$ cat config.mk
export PLATFORM = sky130hd
export DESIGN_NAME = pio3_top
export DESIGN_NICKNAME = d
export VERILOG_FILES = /design/src/rtl/pio3_pkg.sv /design/src/rtl/pio3_decode.sv /design/src/rtl/pio3_ctrl.sv /design/src/rtl/pio3_nibble.sv /design/src/rtl/pio3_top.sv
export SDC_FILE = /design/constraint.sdc
export NUM_CORES = 1
export LEC_CHECK = 0
export BUFFER_PORTS_ARGS = -buffer_cell sky130_fd_sc_hd__clkbuf_2
export CAP_MARGIN = 20
export CORE_ASPECT_RATIO = 0.5
export CORE_UTILIZATION = 51
export DETAILED_ROUTE_END_ITERATION = 8
export PLACE_DENSITY_LB_ADDON = 0.05
export SLEW_MARGIN = 10
export SYNTH_ARGS = -nofsm -noshare
export SYNTH_HDL_FRONTEND = slang
export SYNTH_SLANG_ARGS = --single-unit
$ cat constraint.sdc
create_clock -name clk_i -period 2.2 [get_ports clk_i]
set_input_delay 0.33 -clock clk_i [delete_from_list [all_inputs] [get_ports clk_i]]
set_output_delay 0.33 -clock clk_i [all_outputs]
set_load 0.1 [all_outputs]
$ cat src/rtl/pio3_pkg.sv
package pio3_pkg;
  localparam int PORT_W    = 8;
  localparam int NIB_W     = 4;
  localparam int NUM_NIB   = 6;
  localparam int NUM_REGS  = 4;
  localparam int BIT_IDX_W = $clog2(PORT_W);
  localparam int CMD_BIT   = 7;

  typedef enum logic [1:0] {
    SEL_A   = 2'd0,
    SEL_B   = 2'd1,
    SEL_C   = 2'd2,
    SEL_CTL = 2'd3
  } pio3_sel_e;

  // 1 = input
  typedef struct packed {
    logic a_in;
    logic chi_in;
    logic b_in;
    logic clo_in;
  } pio3_dir_t;
endpackage

$ cat src/rtl/pio3_decode.sv
module pio3_decode
  import pio3_pkg::*;
#(
  parameter int ADDR_W = 10,
  parameter logic [ADDR_W-1:0] BASE_ADDR = 10'h344
) (
  input  logic [ADDR_W-1:0] addr_i,
  input  logic              aen_i,
  input  logic              rd_i,
  input  logic              wr_i,
  output pio3_sel_e         sel_o,
  output logic              wr_stb_o,
  output logic              rd_stb_o
);
  logic [ADDR_W:0] ofs;
  logic            hit;

  // offset wraps to a large value below the base
  assign ofs      = {1'b0, addr_i} - {1'b0, BASE_ADDR};
  assign hit      = ofs < (ADDR_W+1)'(NUM_REGS);
  assign sel_o    = pio3_sel_e'(ofs[1:0]);
  assign wr_stb_o = hit & aen_i & wr_i;
  assign rd_stb_o = hit & aen_i & rd_i & ~wr_i;
endmodule

$ cat src/rtl/pio3_ctrl.sv
module pio3_ctrl
  import pio3_pkg::*;
(
  input  logic                 clk_i,
  input  logic                 rst_ni,
  input  logic                 wr_stb_i,
  input  pio3_sel_e            sel_i,
  input  logic [PORT_W-1:0]    wdata_i,
  output pio3_dir_t            dir_o,
  output logic                 dir_clr_o,
  output logic                 bit_en_o,
  output logic [BIT_IDX_W-1:0] bit_idx_o,
  output logic                 bit_val_o,
  output logic [PORT_W-1:0]    ctl_rd_o
);
  pio3_dir_t dir_q;
  logic      ctl_we;
  logic      unused_wbits;

  assign ctl_we       = wr_stb_i && (sel_i == SEL_CTL);
  assign dir_clr_o    = ctl_we && wdata_i[CMD_BIT];
  assign bit_en_o     = ctl_we && !wdata_i[CMD_BIT];
  assign bit_idx_o    = wdata_i[BIT_IDX_W:1];
  assign bit_val_o    = wdata_i[0];
  assign unused_wbits = ^{wdata_i[6:5], wdata_i[2]};

  always_ff @(posedge clk_i or negedge rst_ni) begin
    if (!rst_ni) begin
      dir_q <= '{a_in: 1'b1, chi_in: 1'b1, b_in: 1'b1, clo_in: 1'b1};
    end else if (dir_clr_o) begin
      dir_q <= '{a_in: wdata_i[4], chi_in: wdata_i[3],
                 b_in: wdata_i[1], clo_in: wdata_i[0]};
    end
  end

  assign dir_o    = dir_q;
  assign ctl_rd_o = {1'b1, 2'b00, dir_q.a_in, dir_q.chi_in, 1'b0,
                     dir_q.b_in, dir_q.clo_in};

  assert_dir_hold_R1: assert property (@(posedge clk_i) disable iff (!rst_ni)
    !wr_stb_i |=> $stable(dir_q));
endmodule

$ cat src/rtl/pio3_nibble.sv
module pio3_nibble
  import pio3_pkg::*;
#(
  parameter int SYNC_STAGES = 2
) (
  input  logic                     clk_i,
  input  logic                     rst_ni,
  input  logic                     wr_en_i,
  input  logic [NIB_W-1:0]         wdata_i,
  input  logic                     clr_i,
  input  logic                     bit_en_i,
  input  logic [$clog2(NIB_W)-1:0] bit_sel_i,
  input  logic                     bit_val_i,
  input  logic                     dir_in_i,
  input  logic [NIB_W-1:0]         pin_i,
  output logic [NIB_W-1:0]         lat_o,
  output logic [NIB_W-1:0]         oe_o,
  output logic [NIB_W-1:0]         rd_o
);
  logic [SYNC_STAGES-1:0][NIB_W-1:0] sync_q;
  logic [NIB_W-1:0]                  lat_q;

  always_ff @(posedge clk_i or negedge rst_ni) begin
    if (!rst_ni) begin
      sync_q <= '0;
    end else begin
      sync_q[0] <= pin_i;
      for (int s = 1; s < SYNC_STAGES; s++) sync_q[s] <= sync_q[s-1];
    end
  end

  always_ff @(posedge clk_i or negedge rst_ni) begin
    if (!rst_ni)       lat_q <= '0;
    else if (clr_i)    lat_q <= '0;
    else if (wr_en_i)  lat_q <= wdata_i;
    else if (bit_en_i) lat_q[bit_sel_i] <= bit_val_i;
  end

  assign lat_o = lat_q;
  assign oe_o  = {NIB_W{~dir_in_i}};
  assign rd_o  = dir_in_i ? sync_q[SYNC_STAGES-1] : lat_q;

  assert_dir_clears_R5: assert property (@(posedge clk_i) disable iff (!rst_ni)
    clr_i |=> (lat_q == '0));

  assert_single_bit_R6: assert property (@(posedge clk_i) disable iff (!rst_ni)
    (bit_en_i && !wr_en_i && !clr_i) |=> ($countones(lat_q ^ $past(lat_q)) <= 1));
endmodule

$ cat src/rtl/pio3_top.sv
module pio3_top
  import pio3_pkg::*;
#(
  parameter int ADDR_W = 10,
  parameter logic [ADDR_W-1:0] BASE_ADDR = 10'h344,
  parameter int SYNC_STAGES = 2
) (
  input  logic              clk_i,
  input  logic              rst_ni,
  input  logic [ADDR_W-1:0] addr_i,
  input  logic              aen_i,
  input  logic              rd_i,
  input  logic              wr_i,
  input  logic [7:0]        wdata_i,
  output logic [7:0]        rdata_o,
  output logic              rdata_oe_o,
  input  logic [7:0]        pa_i,
  output logic [7:0]        pa_o,
  output logic [7:0]        pa_oe_o,
  input  logic [7:0]        pb_i,
  output logic [7:0]        pb_o,
  output logic [7:0]        pb_oe_o,
  input  logic [7:0]        pc_i,
  output logic [7:0]        pc_o,
  output logic [7:0]        pc_oe_o
);
  localparam int ALL_W = NUM_NIB * NIB_W;
  localparam logic [ADDR_W:0] BASE_X = {1'b0, BASE_ADDR};

  pio3_sel_e            sel;
  logic                 wr_stb, rd_stb;
  pio3_dir_t            dir;
  logic                 dir_clr, bit_en_any, bit_val;
  logic [BIT_IDX_W-1:0] bit_idx;
  logic [PORT_W-1:0]    ctl_rd;
  logic [NUM_NIB-1:0]   nib_dir;
  logic [ALL_W-1:0]     pin_all, lat_all, oe_all, rd_all;
  logic [PORT_W-1:0]    rd_mux;

  pio3_decode #(.ADDR_W(ADDR_W), .BASE_ADDR(BASE_ADDR)) i_decode (
    .addr_i, .aen_i, .rd_i, .wr_i,
    .sel_o(sel), .wr_stb_o(wr_stb), .rd_stb_o(rd_stb)
  );

  pio3_ctrl i_ctrl (
    .clk_i, .rst_ni,
    .wr_stb_i(wr_stb), .sel_i(sel), .wdata_i,
    .dir_o(dir), .dir_clr_o(dir_clr), .bit_en_o(bit_en_any),
    .bit_idx_o(bit_idx), .bit_val_o(bit_val), .ctl_rd_o(ctl_rd)
  );

  // nibble order: A lo, A hi, B lo, B hi, C lo, C hi
  assign nib_dir = {dir.chi_in, dir.clo_in, dir.b_in, dir.b_in, dir.a_in, dir.a_in};
  assign pin_all = {pc_i, pb_i, pa_i};

  for (genvar g = 0; g < NUM_NIB; g++) begin : g_nib
    localparam int PORT = g / 2;
    localparam int HALF = g % 2;
    logic wr_en, bit_en;

    assign wr_en = wr_stb && (sel == pio3_sel_e'(2'(PORT)));
    if (PORT == 2) begin : g_c
      assign bit_en = bit_en_any && (bit_idx[BIT_IDX_W-1] == 1'(HALF));
    end else begin : g_ab
      assign bit_en = 1'b0;
    end

    pio3_nibble #(.SYNC_STAGES(SYNC_STAGES)) i_nibble (
      .clk_i, .rst_ni,
      .wr_en_i(wr_en),
      .wdata_i(wdata_i[HALF*NIB_W +: NIB_W]),
      .clr_i(dir_clr),
      .bit_en_i(bit_en),
      .bit_sel_i(bit_idx[$clog2(NIB_W)-1:0]),
      .bit_val_i(bit_val),
      .dir_in_i(nib_dir[g]),
      .pin_i(pin_all[g*NIB_W +: NIB_W]),
      .lat_o(lat_all[g*NIB_W +: NIB_W]),
      .oe_o(oe_all[g*NIB_W +: NIB_W]),
      .rd_o(rd_all[g*NIB_W +: NIB_W])
    );
  end

  always_comb begin
    unique case (sel)
      SEL_A:   rd_mux = rd_all[7:0];
      SEL_B:   rd_mux = rd_all[15:8];
      SEL_C:   rd_mux = rd_all[23:16];
      default: rd_mux = ctl_rd;
    endcase
  end

  assign rdata_oe_o = rd_stb;
  assign rdata_o    = rd_stb ? rd_mux : '0;

  assign {pc_o, pb_o, pa_o}          = lat_all;
  assign {pc_oe_o, pb_oe_o, pa_oe_o} = oe_all;

  assert_oe_qualified_R2: assert property (@(posedge clk_i) disable iff (!rst_ni)
    rdata_oe_o |-> (aen_i && rd_i && !wr_i &&
                    ({1'b0, addr_i} >= BASE_X) && ({1'b0, addr_i} < BASE_X + 4)));
endmodule

Word level (Yosys, flattened, before mapping)
Cells that the tools add are included.
- bits in writable memories: 0
- ROM bits: 0
- bits in latches: 0
- output and inout bits: 57
- memories kept: 0
- register bits: 76
- bits of input ports: 47
- word-level logic and storage cells: 80
- shift operators: 0
- bitwise operators: 10
- equality and inequality tests: 3
- order comparisons: 3
- reduce and logical (&&, ||, !) cells: 15
- multiplexer cells: 26
- $add $sub $neg: 1
- multiply operators: 0
- div/mod/pow operators: 0
- operators by type and width (cell ; count):
    two-way mux 4 bit ; 20
    case mux 8 bit (3 select lines) ; 1
    < comparator 11 x 3 -> 1 bit, second input constant ; 1
    subtractor 10 x 10 -> 11 bit, second input constant ; 1
    logical AND 1 bit ; 9
    bitwise mux 4 bit ; 2
    two-way mux 8 bit ; 1
    inverter 1 bit ; 6
    nonzero test 3 bit ; 2
    AND 1 bit ; 4
    equality test 2 bit, second input constant ; 2
    nonzero test 2 bit ; 2
    < comparator 2 x 3 -> 1 bit, second input constant ; 1
    demux 1 bit (select 2 bit) ; 1
    equality test 2 x 1 -> 1 bit, second input constant ; 1
    >= comparator 2 x 1 -> 1 bit, second input constant ; 1
    logical NOT 2 bit ; 1
    logical NOT 1 bit ; 1
    two-way mux 1 bit ; 1

Logic depth before layout (Yosys ltp)
- depth in word-level cells: 10
- gate-level depth with buffers: 7
- gate-level depth less buffers: 6

By module
Synthesis repeated with hierarchy kept, for this count alone.
- cells, all modules: 300
- area total of the unflattened synthesis: 3621.0 µm²
- by module, submodules not included (module ; instances ; cells each ; area each (µm²) ; seq. area each (µm²)):
    pio3_nibble ; 6 ; 38 ; 494.2 ; 300.3
    pio3_top ; 1 ; 35 ; 300.3 ; 0.0
    pio3_ctrl ; 1 ; 26 ; 272.8 ; 105.1
    pio3_decode ; 1 ; 11 ; 82.6 ; 0.0

Least setup slack after synthesis
No wires, ideal clock.
- path kind: register to output
- from: register i_ctrl.dir_q (netlist bit i_ctrl.ctl_rd_o[1])
- to: output rdata_o[1]
- data required time: 1.870 ns
- arrival time: 6.316 ns
- cell stages (with the launch flop): 6
- buffers on the path: 1
- slack: -4.446 ns
- cell sequence: dfstp_2 > clkbuf_1 > inv_1 > or3_1 > a21oi_1 > a2111oi_0
- word-level cells in the longest chain between the ends: 3
- ends and longest elaborated chain (item ; RTL line ; source):
    start, declared ; pio3_ctrl.sv:16 ; pio3_dir_t dir_q;
    start signal, assigned ; pio3_ctrl.sv:29 ; dir_q <= '{a_in: 1'b1, chi_in: 1'b1, b_in: 1'b1, clo_in: 1'b1};
    start signal, assigned ; pio3_ctrl.sv:31 ; dir_q <= '{a_in: wdata_i[4], chi_in: wdata_i[3],
    two-way mux 4 bit ; pio3_nibble.sv:41 ; assign rd_o = dir_in_i ? sync_q[SYNC_STAGES-1] : lat_q;
    case mux 8 bit (3 select lines) * ; pio3_top.sv:85 ; unique case (sel)
    two-way mux 8 bit * ; pio3_top.sv:94 ; assign rdata_o = rd_stb ? rd_mux : '0;
    end, declared ; pio3_top.sv:15 ; output logic [7:0] rdata_o,
Every way passes the cells marked *; elsewhere a longest branch is shown, timed or not.

Final worst setup path
- from: register i_ctrl.dir_q (netlist bit i_ctrl.ctl_rd_o[4])
- to: output rdata_o[3]
- word-level cells in the longest chain between the ends: 3
- ends and longest elaborated chain (item ; RTL line):
    two-way mux 4 bit ; pio3_nibble.sv:41
    case mux 8 bit (3 select lines) ; pio3_top.sv:85
    two-way mux 8 bit ; pio3_top.sv:94
Every way passes these cells.

==> impl_metrics.tcl <==
set metrics [dict create \
    outcome "finished with violations" \
    violations "setup timing" \
    synthFlopType "dfrtp_1" \
    cts-root-buf "clkbuf_16" \
    die_w_um 117.5 \
    slew-limit-headroom 0.6325 \
    met2_usage 0.3998 \
    hold_violations 0 \
    power_density_mw_per_mm2 697.4 \
    vias 2626 \
    crit_required_ns 1.87 \
    hp-class "primary input to async pin" \
    finalMaxSlewViolations 0 \
    critPathLaunch "i_ctrl.ctl_rd_o[4]" \
    diodes 0 \
    syn_area_sq_mm 0.003405 \
    grt_pass1_vias 2489 \
    ys_ff_latch 76 \
    antenna_found_initial 0 \
    synth_area_leaders "dfrtp_1 (53%), mux2i_1 (12%), buf_4 (4.4%)" \
    synthCells 287 \
    first_iter_violations 123 \
    yosysUniqueCellTypes 46 \
    drc 0 \
    regToRegStartpoint "i_ctrl.ctl_rd_o[1]" \
    grt_pass1_wl_mm 13.37 \
    critPathArrivalTime_ns 2.04 \
    nets 442 \
    end_kind "primary output" \
    syn_area_per_cell_sq_um 11.86 \
    grt-ovfl-total 0 \
    htreeDepth 3 \
    worst_slack_ns -0.1672 \
    ys_warn_count 0 \
    post-synth-top-area-cell "dfrtp_1" \
    p_leak_nw 2.308 \
    fin_crit_ns 2.367 \
    wl_per_cell_um 18.00 \
    path_max_fanout 5 \
    grt_usage 0.2650 \
    cts_buffer_depth 2 \
    io_buffer_count 103 \
    r2r_slack_ns 0.98 \
    tritoncts "done" \
    clk_pin_slew_ns 0.06 \
    clock_insertion_delay_worst_skew_ns 0.34 \
    netlist.area_leader.share 0.5292 \
    fin_worst_skew_ns 0.005096 \
    layout-drive-gt1-share 0.4937 \
    die_area_sq_mm 0.007026 \
    reg2reg_depth 3 \
    tightest_slew_ns 0.5463 \
    dieHeight_um 59.78 \
    vias_per_cell 5.392 \
    io_pins 104 \
    area_growth_syn_to_layout_pct 38.18 \
    met3_usage 0.08588 \
    setup_viol 7 \
    critPathKind "flip-flop to primary output" \
    rows 20 \
    reg2reg_to "i_ctrl.ctl_rd_o[1]" \
    synth_fp_nets 335 \
    startpoint_type "flip-flop" \
    max_freq_mhz 422.4 \
    nFillCells 448 \
    layout.cells.non_filler 487 \
    synth_seq_area_share 0.5601 \
    detailed_place_hpwl_mm 6.122 \
    ys_async_sr_fraction 1.000 \
    cts.sinks 76 \
    synth_enable_flop_cells 0 \
    holdBufCountCts 0 \
    met1_usage 0.3653 \
    tns_ns -0.5102 \
    cts_buffers 9 \
    firstDrtPassIters 5 \
    maxCapViolCount 0 \
    postRouteAntennaNets 0 \
    grt_max_degree 77 \
    rsz0062_at_grt "yes" \
    core_sq_mm 0.006256 \
    gp_congestion 0.8110 \
    period_share 1.076 \
    wirelength_mm 8.764 \
    peakVddDrop_v 0.0005914 \
    dp.cells 460 \
    start_util 0.5442 \
    globalRoute.busiestLayer "met2" \
]
==> cells by family (layout without fill, tap and decap cells) <==
logic type,Yosys count,after routing,synth area share
flip-flops,76,76,0.5601
AND/OR/NAND/NOR,70,70,0.1191
buffers and inverters,53,165,0.08673
multiplexers,49,49,0.1569
AO/OA/AOI/OAI,37,37,0.07093
adder cells (fa/ha/maj),1,1,0.003675
XOR/XNOR,1,1,0.002573
==> how the worst max path moves through the flow <==
stage                                       to  slack (ns)
global placement    g_nib[4].i_nibble.lat_o[3]        0.04
global route                        rdata_o[3]       -0.20
CTS                                 rdata_o[3]       -0.14
detailed placement  g_nib[4].i_nibble.lat_o[3]       -0.06
finish                              rdata_o[3]       -0.17
floorplan                           rdata_o[3]       -0.70
==> through the flow <==
stage               area [sq um]    util  hold slack, ns  worst slack, ns  total power (W)
global placement            4214  0.6736          0.3327          0.04285         0.001778
floorplan                   3526       -         0.03441          -0.7002         0.001659
CTS                         4581  0.7322         0.02867          -0.1439         0.003291
finish                      4705  0.7520         0.01367          -0.1672         0.003281
global route                4705  0.7520         0.04320          -0.1965         0.003400
detailed placement          4214  0.6736          0.3347         -0.06030         0.001787
==> metal layers <==
metal,share of wire,vias up
met5,0,-
met4,0.013,0
met3,0.079,13
met2,0.46,124
met1,0.45,1292
li1,-,1197
==> cell usage after synthesis, types with 4 or more instances <==
library cell,n
mux2_2,5
o21ai_0,8
dfrtp_1,72
nand3_1,6
clkbuf_1,10
dfstp_2,4
nor2_1,21
mux2i_1,41
buf_4,20
nand2_1,16
a31oi_1,4
inv_1,15
o41ai_1,4
a21oi_1,9
buf_2,5
==> critical path, stage by stage, from the launching register on <==
cell and delay (ns):
dfstp_2 0.59, buf_6 0.15, mux2i_1 0.09, mux4_2 0.50, nor2_4 0.17, buf_12 0.19
==> cell type report <==
type,count,area [sq um],share of cell area
sequential,76,1914,0.4069
multi-input combinational,158,1368,0.2907
timing repair buffer,133,928.4,0.1973
clock buffer,10,239.0,0.05080
tap,88,110.1,0.02340
inverter,16,73.82,0.01569
clock inverter,6,71.32,0.01516
==> timing repair <==
item,CTS,global route
resized for setup,5,17
setup buffers,3,9
setup endpoints to repair,8,8
pin swaps,4,7
==> power breakdown <==
| group | switching (W) | total, W | internal, W |
|---|---|---|---|
| Clock | 0.000588 | 0.00150 | 0.000916 |
| Combinational | 0.000206 | 0.000306 | 0.0000994 |
| Sequential | 0.0000215 | 0.00147 | 0.00145 |
==> layout by cell type (no fill, tap or decap), types with 2 or more instances in the layout <==
master      count
o2111ai_1       2
nor2_1         18
mux2_2          5
nor2b_1         3
buf_4          23
a21oi_1         3
a21boi_0        2
dfrtp_1        69
nand3_2         2
dfstp_2         3
clkbuf_16       9
nand3_1         4
buf_12         12
mux4_2          3
clkinv_4        2
o21ai_0         6
and3_1          3
o211ai_1        3
mux2i_1        40
o41ai_1         4
buf_6           4
dfrtp_2         3
nand2_1        15
inv_1          10
clkinvlp_4      5
a21oi_4         3
clkbuf_2       93
nand3b_1        3
nor4_1          2
or4_2           2
a21oi_2         3
a31oi_1         4
nor2_4          3
==> state kept, by name (all words and copies together), names as in the netlist <==
| signal | flops |
|---|---|
| g_nib.i_nibble.lat_o | 24 |
| g_nib.i_nibble.sync_q | 48 |
| i_ctrl.ctl_rd_o | 4 |
No activity file was read; power rests on OpenSTA's default activity.
